## src/rtl/xh_pkg.sv

```systemverilog
package xh_pkg;

  typedef enum logic [1:0] {
    XH_UFRAC    = 2'd0,
    XH_SFRAC    = 2'd1,
    XH_SINT     = 2'd2,
    XH_SINT_ALT = 2'd3
  } xh_mode_e;

  localparam int XH_ACC_W = 40;
  localparam int XH_OUT_W = 16;

endpackage

```

## src/rtl/xh_rounder.sv

```systemverilog
// Drops DROP low bits of a two's complement value, rounding to nearest.
// biased=1: half rounds up; biased=0: half rounds to the even result.
module xh_rounder #(
  parameter int IN_W = 41,
  parameter int DROP = 16
) (
  input  logic [IN_W-1:0]      din,
  input  logic                 biased,
  output logic [IN_W-DROP:0]   dout
);
  localparam int KEEP_W = IN_W - DROP;

  logic [KEEP_W-1:0] kept;
  logic              half_bit;
  logic              sticky;
  logic              inc;

  always_comb begin
    kept     = din[IN_W-1:DROP];
    half_bit = din[DROP-1];
    sticky   = |din[DROP-2:0];
    if (biased) inc = half_bit;
    else        inc = half_bit & (sticky | kept[0]);
    // one extra head bit so a carry out of the kept field is never lost
    dout = {kept[KEEP_W-1], kept} + {{KEEP_W{1'b0}}, inc};
  end

endmodule

```

## src/rtl/xh_sat_signed.sv

```systemverilog
// Clamps a wide two's complement value into OUT_W signed bits.
module xh_sat_signed #(
  parameter int IN_W  = 26,
  parameter int OUT_W = 16
) (
  input  logic [IN_W-1:0]  din,
  output logic [OUT_W-1:0] dout,
  output logic             clipped
);
  localparam int HEAD_W = IN_W - OUT_W + 1;

  logic [HEAD_W-1:0] head;
  logic              fits;

  always_comb begin
    head = din[IN_W-1:OUT_W-1];
    fits = (&head) | ~(|head);
    if (fits) begin
      dout    = din[OUT_W-1:0];
      clipped = 1'b0;
    end else begin
      dout    = din[IN_W-1] ? {1'b1, {(OUT_W-1){1'b0}}} : {1'b0, {(OUT_W-1){1'b1}}};
      clipped = 1'b1;
    end
  end

endmodule

```

## src/rtl/xh_sat_unsigned.sv

```systemverilog
// Clamps a wide unsigned value into OUT_W bits.
module xh_sat_unsigned #(
  parameter int IN_W  = 24,
  parameter int OUT_W = 16
) (
  input  logic [IN_W-1:0]  din,
  output logic [OUT_W-1:0] dout,
  output logic             clipped
);
  always_comb begin
    clipped = |din[IN_W-1:OUT_W];
    dout    = clipped ? {OUT_W{1'b1}} : din[OUT_W-1:0];
  end

endmodule

```

## src/rtl/acc_halfword_extract.sv

```systemverilog
module acc_halfword_extract
  import xh_pkg::*;
#(
  parameter int ACC_W = XH_ACC_W,
  parameter int OUT_W = XH_OUT_W
) (
  input  logic             clk,
  input  logic             rst,
  input  logic             in_valid,
  input  logic [ACC_W-1:0] acc_in,
  input  logic [1:0]       mode_sel,
  input  logic             rnd_biased,
  output logic             out_valid,
  output logic [OUT_W-1:0] half_out,
  output logic             sat_out
);
  localparam int DBL_W   = ACC_W + 1;          // accumulator after doubling
  localparam int RND_W   = DBL_W - OUT_W + 1;  // rounded, with carry head
  localparam int UTRUNC_W = ACC_W - OUT_W;     // unsigned value after truncation
  localparam int SINT_W  = OUT_W + 1;          // doubled low half

  xh_mode_e mode;
  assign mode = xh_mode_e'(mode_sel);

  // unsigned fraction: truncate, then clamp
  logic [OUT_W-1:0] u_res;
  logic             u_clip;

  xh_sat_unsigned #(.IN_W(UTRUNC_W), .OUT_W(OUT_W)) i_usat (
    .din     (acc_in[ACC_W-1:OUT_W]),
    .dout    (u_res),
    .clipped (u_clip)
  );

  // signed fraction: double, round at full width, then clamp
  logic [DBL_W-1:0] f_dbl;
  logic [RND_W-1:0] f_rnd;
  logic [OUT_W-1:0] f_res;
  logic             f_clip;

  assign f_dbl = {acc_in, 1'b0};

  xh_rounder #(.IN_W(DBL_W), .DROP(OUT_W)) i_rnd (
    .din    (f_dbl),
    .biased (rnd_biased),
    .dout   (f_rnd)
  );

  xh_sat_signed #(.IN_W(RND_W), .OUT_W(OUT_W)) i_fsat (
    .din     (f_rnd),
    .dout    (f_res),
    .clipped (f_clip)
  );

  // signed integer: double the low half, then clamp
  logic [SINT_W-1:0] i_dbl;
  logic [OUT_W-1:0]  i_res;
  logic              i_clip;

  assign i_dbl = {acc_in[OUT_W-1:0], 1'b0};

  xh_sat_signed #(.IN_W(SINT_W), .OUT_W(OUT_W)) i_isat (
    .din     (i_dbl),
    .dout    (i_res),
    .clipped (i_clip)
  );

  // select the conversion
  logic [OUT_W-1:0] sel_res;
  logic             sel_clip;

  always_comb begin
    unique case (mode)
      XH_UFRAC: begin
        sel_res  = u_res;
        sel_clip = u_clip;
      end
      XH_SFRAC: begin
        sel_res  = f_res;
        sel_clip = f_clip;
      end
      default: begin
        sel_res  = i_res;
        sel_clip = i_clip;
      end
    endcase
  end

  // output register stage
  always_ff @(posedge clk) begin
    if (rst) begin
      out_valid <= 1'b0;
      half_out  <= '0;
      sat_out   <= 1'b0;
    end else begin
      out_valid <= in_valid;
      sat_out   <= in_valid & sel_clip;
      if (in_valid) half_out <= sel_res;
    end
  end

endmodule

```

## config.mk

```make
export PLATFORM = sky130hd
export DESIGN_NAME = acc_halfword_extract
export DESIGN_NICKNAME = d
export VERILOG_FILES = /design/src/rtl/xh_pkg.sv /design/src/rtl/xh_rounder.sv /design/src/rtl/xh_sat_signed.sv /design/src/rtl/xh_sat_unsigned.sv /design/src/rtl/acc_halfword_extract.sv
export SDC_FILE = /design/constraint.sdc
export NUM_CORES = 1
export LEC_CHECK = 0
export BUFFER_PORTS_ARGS = -buffer_cell sky130_fd_sc_hd__buf_2
export CORE_ASPECT_RATIO = 0.6
export CORE_MARGIN = 2
export CORE_UTILIZATION = 51
export CTS_BUF_LIST = sky130_fd_sc_hd__clkbuf_4 sky130_fd_sc_hd__clkbuf_8 sky130_fd_sc_hd__clkbuf_16
export CTS_CLUSTER_DIAMETER = 50
export CTS_CLUSTER_SIZE = 28
export DETAILED_ROUTE_END_ITERATION = 8
export PLACE_DENSITY = 0.86
export SYNTH_ARGS = -nofsm -noshare
export SYNTH_HDL_FRONTEND = slang
export SYNTH_SLANG_ARGS = --single-unit
```

## constraint.sdc

```tcl
create_clock -name clk -period 3.1 [get_ports clk]
set_input_delay 0.155 -clock clk [delete_from_list [all_inputs] [get_ports clk]]
set_output_delay 0.155 -clock clk [all_outputs]
set_load 0.01 [all_outputs]
```

After elaboration in Yosys (flattened, before gate mapping). Cells that the tools add are included.

Flip-flop bits (word level): 18. Latch bits: 0. Bits in writable memories: 0. ROM bits: 0. Output and inout port bits: 18. Word-level logic and storage cells: 29. Memories kept: 0.

Add/sub/neg operators: 1. Multiply operators: 0. Div/mod/pow operators: 0. $lt $le $gt $ge: 0. Equal/unequal tests: 1. Shift-type cells: 0. Mux-type cells: 10. Bitwise gates (word level): 7. Reductions and logical operators: 7.

Operators by type and width (number): two-way mux 16 bit (5); case mux 16 bit (2 select lines) (1); adder 25 x 2 -> 26 bit (1); OR reduction 14 bit (1); AND reduction 11 bit (1); OR reduction 11 bit (1); OR reduction 8 bit (1); two-way mux 1 bit (3); bitwise OR 1 bit (3); AND 1 bit (2); == test 2 x 1 -> 1 bit (second input constant) (1); zero test 2 bit (1); inverter 1 bit (2); case mux 1 bit (2 select lines) (1); AND reduction 2 bit (1); OR reduction 2 bit (1).

Logic depth before layout (Yosys ltp). Gate-level depths: netlist of the first run.

Depth after elaboration: 11. Mapped depth: 11. Depth with buffers taken out: 10.

Cells and area by module. From an unflattened synthesis of the first run, not the netlist that was laid out.

Cells, all modules: 246. Area, all modules: 2223.4 um^2.

By module, submodules not included: acc_halfword_extract (times used 1, cells each 100, area an instance 1089.8 um^2, seq. area each 360.3 um^2); xh_rounder (times used 1, cells each 73, area an instance 523.0 um^2, seq. area each 0.0 um^2); xh_sat_signed at i_fsat (times used 1, cells each 28, area an instance 230.2 um^2, seq. area each 0.0 um^2); xh_sat_signed at i_isat (times used 1, cells each 24, area an instance 209.0 um^2, seq. area each 0.0 um^2); xh_sat_unsigned (times used 1, cells each 21, area an instance 171.4 um^2, seq. area each 0.0 um^2).

Worst setup path before layout of the first run. No wires, ideal clock.

Path type: input to register. From: input acc_in[14]. To: register half_out[4]. Arrival time: 2.448 ns. Required time: 2.973 ns. Path slack: 0.525 ns. Cell stages on the path: 11. Path through: ha_1 ha_1 nand3_4 or4_4 or3_1 a221oi_2 and4_1 a22oi_2 buf_4 a21oi_1 o22ai_1.

Cells in the longest elaborated chain, start to end: 8.

RTL lines: start, declared (RTL line acc_halfword_extract.sv:10) `input logic [ACC_W-1:0] acc_in,`; AND 1 bit (RTL line xh_rounder.sv:23) `else inc = half_bit & (sticky | kept[0]);`; two-way mux 1 bit (RTL line xh_rounder.sv:22) `if (biased) inc = half_bit;`; adder 25 x 2 -> 26 bit (RTL line xh_rounder.sv:25) `dout = {kept[KEEP_W-1], kept} + {{KEEP_W{1'b0}}, inc};`; OR reduction 11 bit (RTL line xh_sat_signed.sv:17) `fits = (&head) | ~(|head);`; inverter 1 bit (RTL line xh_sat_signed.sv:17); bitwise OR 1 bit (RTL line xh_sat_signed.sv:17); two-way mux 16 bit (RTL line xh_sat_signed.sv:18) `if (fits) begin`; case mux 16 bit (2 select lines) * (RTL line acc_halfword_extract.sv:73) `unique case (mode)`; end signal, assigned (RTL line acc_halfword_extract.sv:98) `if (in_valid) half_out <= sel_res;`; end, declared (RTL line acc_halfword_extract.sv:14) `output logic [OUT_W-1:0] half_out,`.

Every way passes the cells marked *; elsewhere a longest branch is shown, timed or not. A chain may end at the register's enable or synchronous reset.

Worst setup path after layout of the first run.
From: input acc_in[14]. To: register half_out[12].

The elaborated chain is that of the path after synthesis.

==> impl_metrics.env, run 1 <==
export IMPL_cts_buffers=3
export IMPL_hold_buffers=0
export IMPL_first_pass_iters=5
export IMPL_p_leak_nw=0.8996
export IMPL_power_net_switching_w=0.0002355
export IMPL_wirelength_mm=6.158
export IMPL_arrival_ns=3.03
export IMPL_critPathRequiredTime_ns=3.28
export IMPL_viasPerCell=6.709
export IMPL_rsz0062_at_grt="false"
export IMPL_fill_cells=315
export IMPL_synth_top_area_share_pct=19.69
export IMPL_cp_max_fo=14
export IMPL_p_seq_share_pct=38.2
export IMPL_antenna_found_initial=0
export IMPL_synth_edf_count=0
export IMPL_yosysSeqAreaShare_pct=19.69
export IMPL_cts_max_path_buffers=2
export IMPL_cts_resized=0
export IMPL_fmax_mhz=350.2
export IMPL_drt_iter0_drc=313
export IMPL_yosysMostFrequentCell="o22ai_1"
export IMPL_syn_area_per_cell_um2=7.235
export IMPL_initial_utilization_pct=54.75
export IMPL_dieHeight_um=50.41
export IMPL_path_class="in -> reg"
export IMPL_syn_to_final_growth_pct=21.60
export IMPL_place_gp_congestion=1.052
export IMPL_switching_share_pct=34.16
export IMPL_period_share_pct=92.11
export IMPL_nets=361
export IMPL_worst_pin_slew_ns=0.7564
export IMPL_die_width_um=81.35
export IMPL_clkPwrFrac_pct=29.1
export IMPL_hold_path_class="in -> reg"
export IMPL_min_period_ns=2.855
export IMPL_clkLatencyLatePin_ns=0.26
export IMPL_die_area_mm2=0.004100
export IMPL_wl_per_cell_um=17.40
export IMPL_max_cap_violations=0
export IMPL_setup_viol_count_final=0
export IMPL_cts_tree="done"
export IMPL_detail_route_antenna_nets=0
export IMPL_io_pins=64
export IMPL_power_density_mw_per_mm2=309.7
export IMPL_status="finished, final reports clean"
export IMPL_synthesis_instances=253
export IMPL_synthTopCellsByCount="23 x o22ai_1, 21 x nor2_1, 18 x dfxtp_1"
export IMPL_dr_total_vias=2375
export IMPL_core_mm2=0.003343
export IMPL_n_antenna_cell=0
export IMPL_grt_pass1_wl_mm=10.05
export IMPL_holdWs_ns=0.2771
export IMPL_synthFlopType="dfxtp_1"
export IMPL_numPortBuffers=63
export IMPL_cp_end_kind="flop"
export IMPL_cts_sinks=18
export IMPL_post_route_cells_drive_above_1_share_pct=26.86
export IMPL_yosysTopAreaCell="dfxtp_1"
export IMPL_dpl_hpwl_mm=4.703
export IMPL_hold_viol=0
export IMPL_yosysWarnings=0
export IMPL_ys_top_cells_by_area="dfxtp_1 20%, o22ai_1 7.9%, o311ai_0 4.8%"
export IMPL_slew_violations=0
export IMPL_crit_path_start_kind="input pin"
export IMPL_fin_tns_setup_ns=0
export IMPL_drc=0
export IMPL_clock_skew_ns=0
export IMPL_ys_ff_latch=18
export IMPL_clk_pin_slew_ns=0.07
export IMPL_syn_num_nets=304
export IMPL_grt_usage_pct=32.04
export IMPL_overflow=0
export IMPL_syn_area_mm2=0.001831
export IMPL_ys_types=46
export IMPL_cts_root_buf="clkbuf_8"
export IMPL_relSlewSlack_pct=49.23
export IMPL_cts_htree_levels=1
export IMPL_post_cts_buffers=0
export IMPL_synth_async_reset_ratio_pct=0
export IMPL_p_int_w=0.0004539
export IMPL_power_frac_comb_pct=32.7
export IMPL_grt_max_degree=37
export IMPL_num_rows=16
export IMPL_max_vdd_ir_drop_uv=252.6
export IMPL_grt_pass1_vias=2050
stage by stage:
stage          total power, W  cells  setup WS, ns  area, um2  util, %
6_report            0.0006893    354        0.2447       2226    66.58
5_1_grt             0.0007245    354       0.03509       2226    66.58
4_1_cts             0.0006845    354        0.3138       2226    66.58
3_5_place_dp        0.0004847    350       0.06820       2171    64.93
3_3_place_gp        0.0004835    350        0.2287       2171    64.93
2_1_floorplan       0.0003933    253        0.5251       1831        -
cell usage in the layout, fill, tap and decap left out, types with 10 or more instances in the layout:
master | Yosys | final
dfxtp_1 | 18 | 18
o211ai_1 | 10 | 10
buf_2 | 1 | 63
nand3_1 | 10 | 10
nand2_1 | 12 | 12
o21ai_0 | 12 | 12
o311ai_0 | 10 | 10
o22ai_1 | 23 | 23
nor2_1 | 21 | 21
inv_1 | 15 | 15
registers in the layout, summed over array words and instances (netlist names):
| name | count |
|---|---|
| sat_out | 1 |
| half_out | 16 |
| out_valid | 1 |
routing by layer:
metal / vias to the layer above / global-route usage (%) / share of wire [%]
met1: 1122 / 46.77 / 43
met3: 9 / 6.295 / 12
met5: - / 0 / 0
li1: 1097 / - / -
met4: 0 / 7.062 / 1.1
met2: 147 / 48.36 / 43
path summary, 6_finish.rpt:
check	from	to	slack [ns]	cells past startpoint
worst max-delay path	acc_in[14]	half_out[12]	0.24	13
worst min-delay path	rst	half_out[6]	0.28	2
worst max register to register	half_out[1]	half_out[1]	2.35	2
worst min register to register	half_out[14]	half_out[14]	0.50	2
area by class of cell:
cell class,count,area (um2),area share (%)
repair buffers,69,360.3,16.19
well taps,45,56.30,2.530
clock buffers,4,55.05,2.473
multi-input cells,203,1338,60.09
inverters,15,56.30,2.530
flip-flops and latches,18,360.3,16.19
power by group through the flow:
stage | Clock (W) | Sequential [W] | Combinational (W)
floorplan | 0 | 0.000276 | 0.000117
finish | 0.000201 | 0.000263 | 0.000225
detailed placement | 0 | 0.000267 | 0.000217
global route | 0.000211 | 0.000265 | 0.000249
CTS | 0.000201 | 0.000263 | 0.000221
global placement | 0 | 0.000267 | 0.000216
critical path: stages:
cell and delay [ns]:
buf_2 0.13, ha_1 0.21, ha_1 0.26, nand3_4 0.09
buf_4 0.16, nor4_1 0.27, buf_4 0.21, mux2_2 0.15
o21bai_1 0.05, a31o_2 0.26, a22oi_2 0.51, o21ai_0 0.28
a211oi_1 0.27
cells by family after synthesis:
family	count (synthesis)	share of synthesized area, %
and+or+nand+nor	99	30.62
AOI/OAI and AO/OA	86	32.67
buffers and inverters	32	7.245
DFF	18	19.69
xor gates and xnor gates	12	5.742
adders and majority gates	5	3.418
muxes	1	0.6151
No activity file was read; power rests on OpenSTA's default activity.
==> run 2, diff against run 1 <==
- ABC_AREA: default -> 1
- CORE_UTILIZATION: 51 -> 54
- MAX_ROUTING_LAYER: default -> met4
- PLACE_DENSITY: 0.86 -> 0.87
==> run 2 against run 1 <==
Effect of this change:
- utilization down 1.0 points
- flip-flop and latch count unchanged
- clock power shrank 16%
- synthesized cell count is 43% higher
- clock skew unchanged
- sequential share of layout area down 2.8 points
- worst hold slack lost 0.19 ns
- cell count grew 34%
- largest power group is now combinational logic
- critical path type unchanged
- cell area is 21% higher
- highest routed layer unchanged
- via count grew 13%
==> impl_metrics.env, run 2 <==
export IMPL_setup_viol_count_final=0
export IMPL_largest_register_ffs=16
export IMPL_dr_total_vias=2683
export IMPL_rsz0062_at_grt="false"
export IMPL_cts_sinks=18
export IMPL_drt_iter0_drc=266
export IMPL_synth_async_reset_ratio_pct=0
export IMPL_period_share_pct=74.59
export IMPL_ys_ff_latch=18
export IMPL_yosysTopAreaCell="nand2_1"
export IMPL_initial_utilization_pct=56.34
export IMPL_synth_top_area_share_pct=16.16
export IMPL_max_vdd_ir_drop_uv=191.3
export IMPL_crit_path_start_kind="input pin"
export IMPL_wl_per_cell_um=14.47
export IMPL_grt_max_degree=30
export IMPL_grt_usage_pct=29.75
export IMPL_cts_root_buf="clkbuf_8"
export IMPL_yosysMostFrequentCell="nand2_1"
export IMPL_relSlewSlack_pct=53.60
export IMPL_place_gp_congestion=1.019
export IMPL_synth_edf_count=0
export IMPL_die_width_um=88.66
export IMPL_hold_viol=0
export IMPL_fill_cells=381
export IMPL_post_route_cells_drive_above_1_share_pct=30.05
export IMPL_clk_pin_slew_ns=0.07
export IMPL_yosysSeqAreaShare_pct=15.52
export IMPL_max_cap_violations=0
export IMPL_status="finished, final reports clean"
export IMPL_min_period_ns=2.312
export IMPL_mostFrequentLayoutCell="nand2_1"
export IMPL_ys_types=31
export IMPL_syn_area_per_cell_um2=6.433
export IMPL_cts_max_path_buffers=2
export IMPL_dieHeight_um=54.80
export IMPL_overflow=0
export IMPL_num_rows=18
export IMPL_p_leak_nw=1.195
export IMPL_place_inst=473
export IMPL_clkLatencyLatePin_ns=0.26
export IMPL_cp_buffers_inverters=2
export IMPL_critical_path_cell_chain="buf_2 > ha_1 > ha_1 > nand2_2 > nor2_8 > nand3_2 > o21ai_1 > nand2_1 > inv_1 > nand2_1 > nor2_2 > nand3_4 > nand2_2 > nand2_1 > nand3_2 > a21oi_2"
export IMPL_detail_route_antenna_nets=0
export IMPL_fin_tns_setup_ns=0
export IMPL_power_density_mw_per_mm2=254.8
export IMPL_path_class="in -> reg"
export IMPL_cts_tree="done"
export IMPL_io_pins=64
export IMPL_cts_htree_levels=1
export IMPL_reg_top3="half_out: 16 flops, out_valid: 1 flops, sat_out: 1 flops"
export IMPL_dpl_hpwl_mm=5.507
export IMPL_cp_end_kind="flop"
export IMPL_syn_area_mm2=0.002322
export IMPL_arrival_ns=2.46
export IMPL_slowest_delay_ns=0.26
export IMPL_hold_path_class="in -> reg"
export IMPL_viasPerCell=5.637
export IMPL_yosysWarnings=0
export IMPL_first_pass_iters=6
export IMPL_fmax_mhz=432.4
export IMPL_grt_pass1_wl_mm=10.62
export IMPL_cts_resized=0
export IMPL_slew_violations=0
export IMPL_core_mm2=0.004121
export IMPL_wirelength_mm=6.886
export IMPL_crit_slowest_cell="buf_2"
export IMPL_syn_num_nets=412
export IMPL_post_cts_buffers=0
export IMPL_critPathRequiredTime_ns=3.24
export IMPL_n_antenna_cell=0
export IMPL_clock_skew_ns=0
export IMPL_cp_max_fo=19
export IMPL_worst_path_most_repeated_cell="nand2_1"
export IMPL_synthFlopType="dfxtp_1"
export IMPL_drc=0
export IMPL_ys_top_cells_by_area="nand2_1 16%, dfxtp_1 16%, o21ai_0 7.3%"
export IMPL_crit_family="simple AND/OR/NAND/NOR gates"
export IMPL_grt_pass1_vias=2154
export IMPL_layout_common_cells="100 x nand2_1, 63 x buf_2, 34 x o21ai_0"
export IMPL_numPortBuffers=63
export IMPL_antenna_found_initial=0
export IMPL_synthTopCellsByCount="100 x nand2_1, 34 x o21ai_0, 32 x inv_1"
export IMPL_synthesis_instances=361
export IMPL_cts_buffers=3
export IMPL_syn_to_final_growth_pct=16.33
export IMPL_hold_buffers=0
export IMPL_regMostFlops="half_out"
export IMPL_nets=469
export IMPL_worst_pin_slew_ns=0.6960
export IMPL_die_area_mm2=0.004858
export IMPL_stdcell_count=476
-- run 2: cell count changes in the layout (fill, tap and decap cells not counted), moves of 11 or more --
| cell | before | now |
|---|---|---|
| nand2_1 | 12 | 100 |
| nor2_4 | 0 | 11 |
| inv_1 | 15 | 32 |
| nand3_2 | 0 | 11 |
| a221oi_1 | 1 | 15 |
| o21ai_0 | 12 | 34 |
| o22ai_1 | 23 | 0 |
-- run 2: where the power goes --
part / total (W) / switching, W / internal (W)
combinational: 0.000262 / 0.000170 / 0.0000921
clock: 0.000168 / 0.0000812 / 0.0000866
sequential: 0.000259 / 0.00000868 / 0.000250
total: 0.000688 / 0.000259 / 0.000429
-- run 2: cells by family after synthesis --
kind of cell	synth area share (%)
DFF	15.52
adders and majority gates	2.694
buffers and inverters	8.405
xor gates and xnor gates	4.903
AOI/OAI and AO/OA	19.88
and+or+nand+nor	48.60
-- run 2: final timing paths --
| check | startpoint | to | slack, ns | cells past startpoint |
|---|---|---|---|---|
| worst max-delay path | acc_in[15] | half_out[12] | 0.79 | 16 |
| worst min-delay path | rst | out_valid | 0.08 | 2 |
| worst max register to register | half_out[15] | half_out[15] | 2.37 | 2 |
| worst min register to register | half_out[2] | half_out[2] | 0.54 | 2 |
-- run 2: routing by layer --
layer,GRT usage [%],up-vias,wire (um)
li1,-,1320,-
met5,-,-,0
met1,42.27,1241,3261
met4,3.535,0,38
met3,6.787,6,688
met2,44.15,116,2897
-- run 2: area by class of cell --
type	count	area (um2)	share of cell area [%]
Tap cell	60	75.07	2.779
Clock buffer	3	41.29	1.528
Inverter	34	127.6	4.724
Multi-Input combinational cell	296	1767	65.40
Timing Repair Buffer	65	330.3	12.23
Sequential cell	18	360.3	13.34
-- run 2: worst register-to-register path, stage by stage, from the launching register on --
cell and delay [ns]:
dfxtp_1 0.32, o21ai_0 0.22, a41oi_1 0.07
-- run 2: metrics by stage --
stage,area (um2),utilization (%),total power [W],hold slack (ns),setup slack [ns]
after floorplan,2322,-,0.0004218,0.2352,1.198
after global placement,2660,64.54,0.0005143,0.3425,0.6641
after detailed placement,2660,64.54,0.0005197,0.3528,0.5700
after CTS,2701,65.54,0.0006832,0.08536,0.8345
after global routing,2701,65.54,0.0007259,0.08490,0.6239
final,2701,65.54,0.0006882,0.08218,0.7876
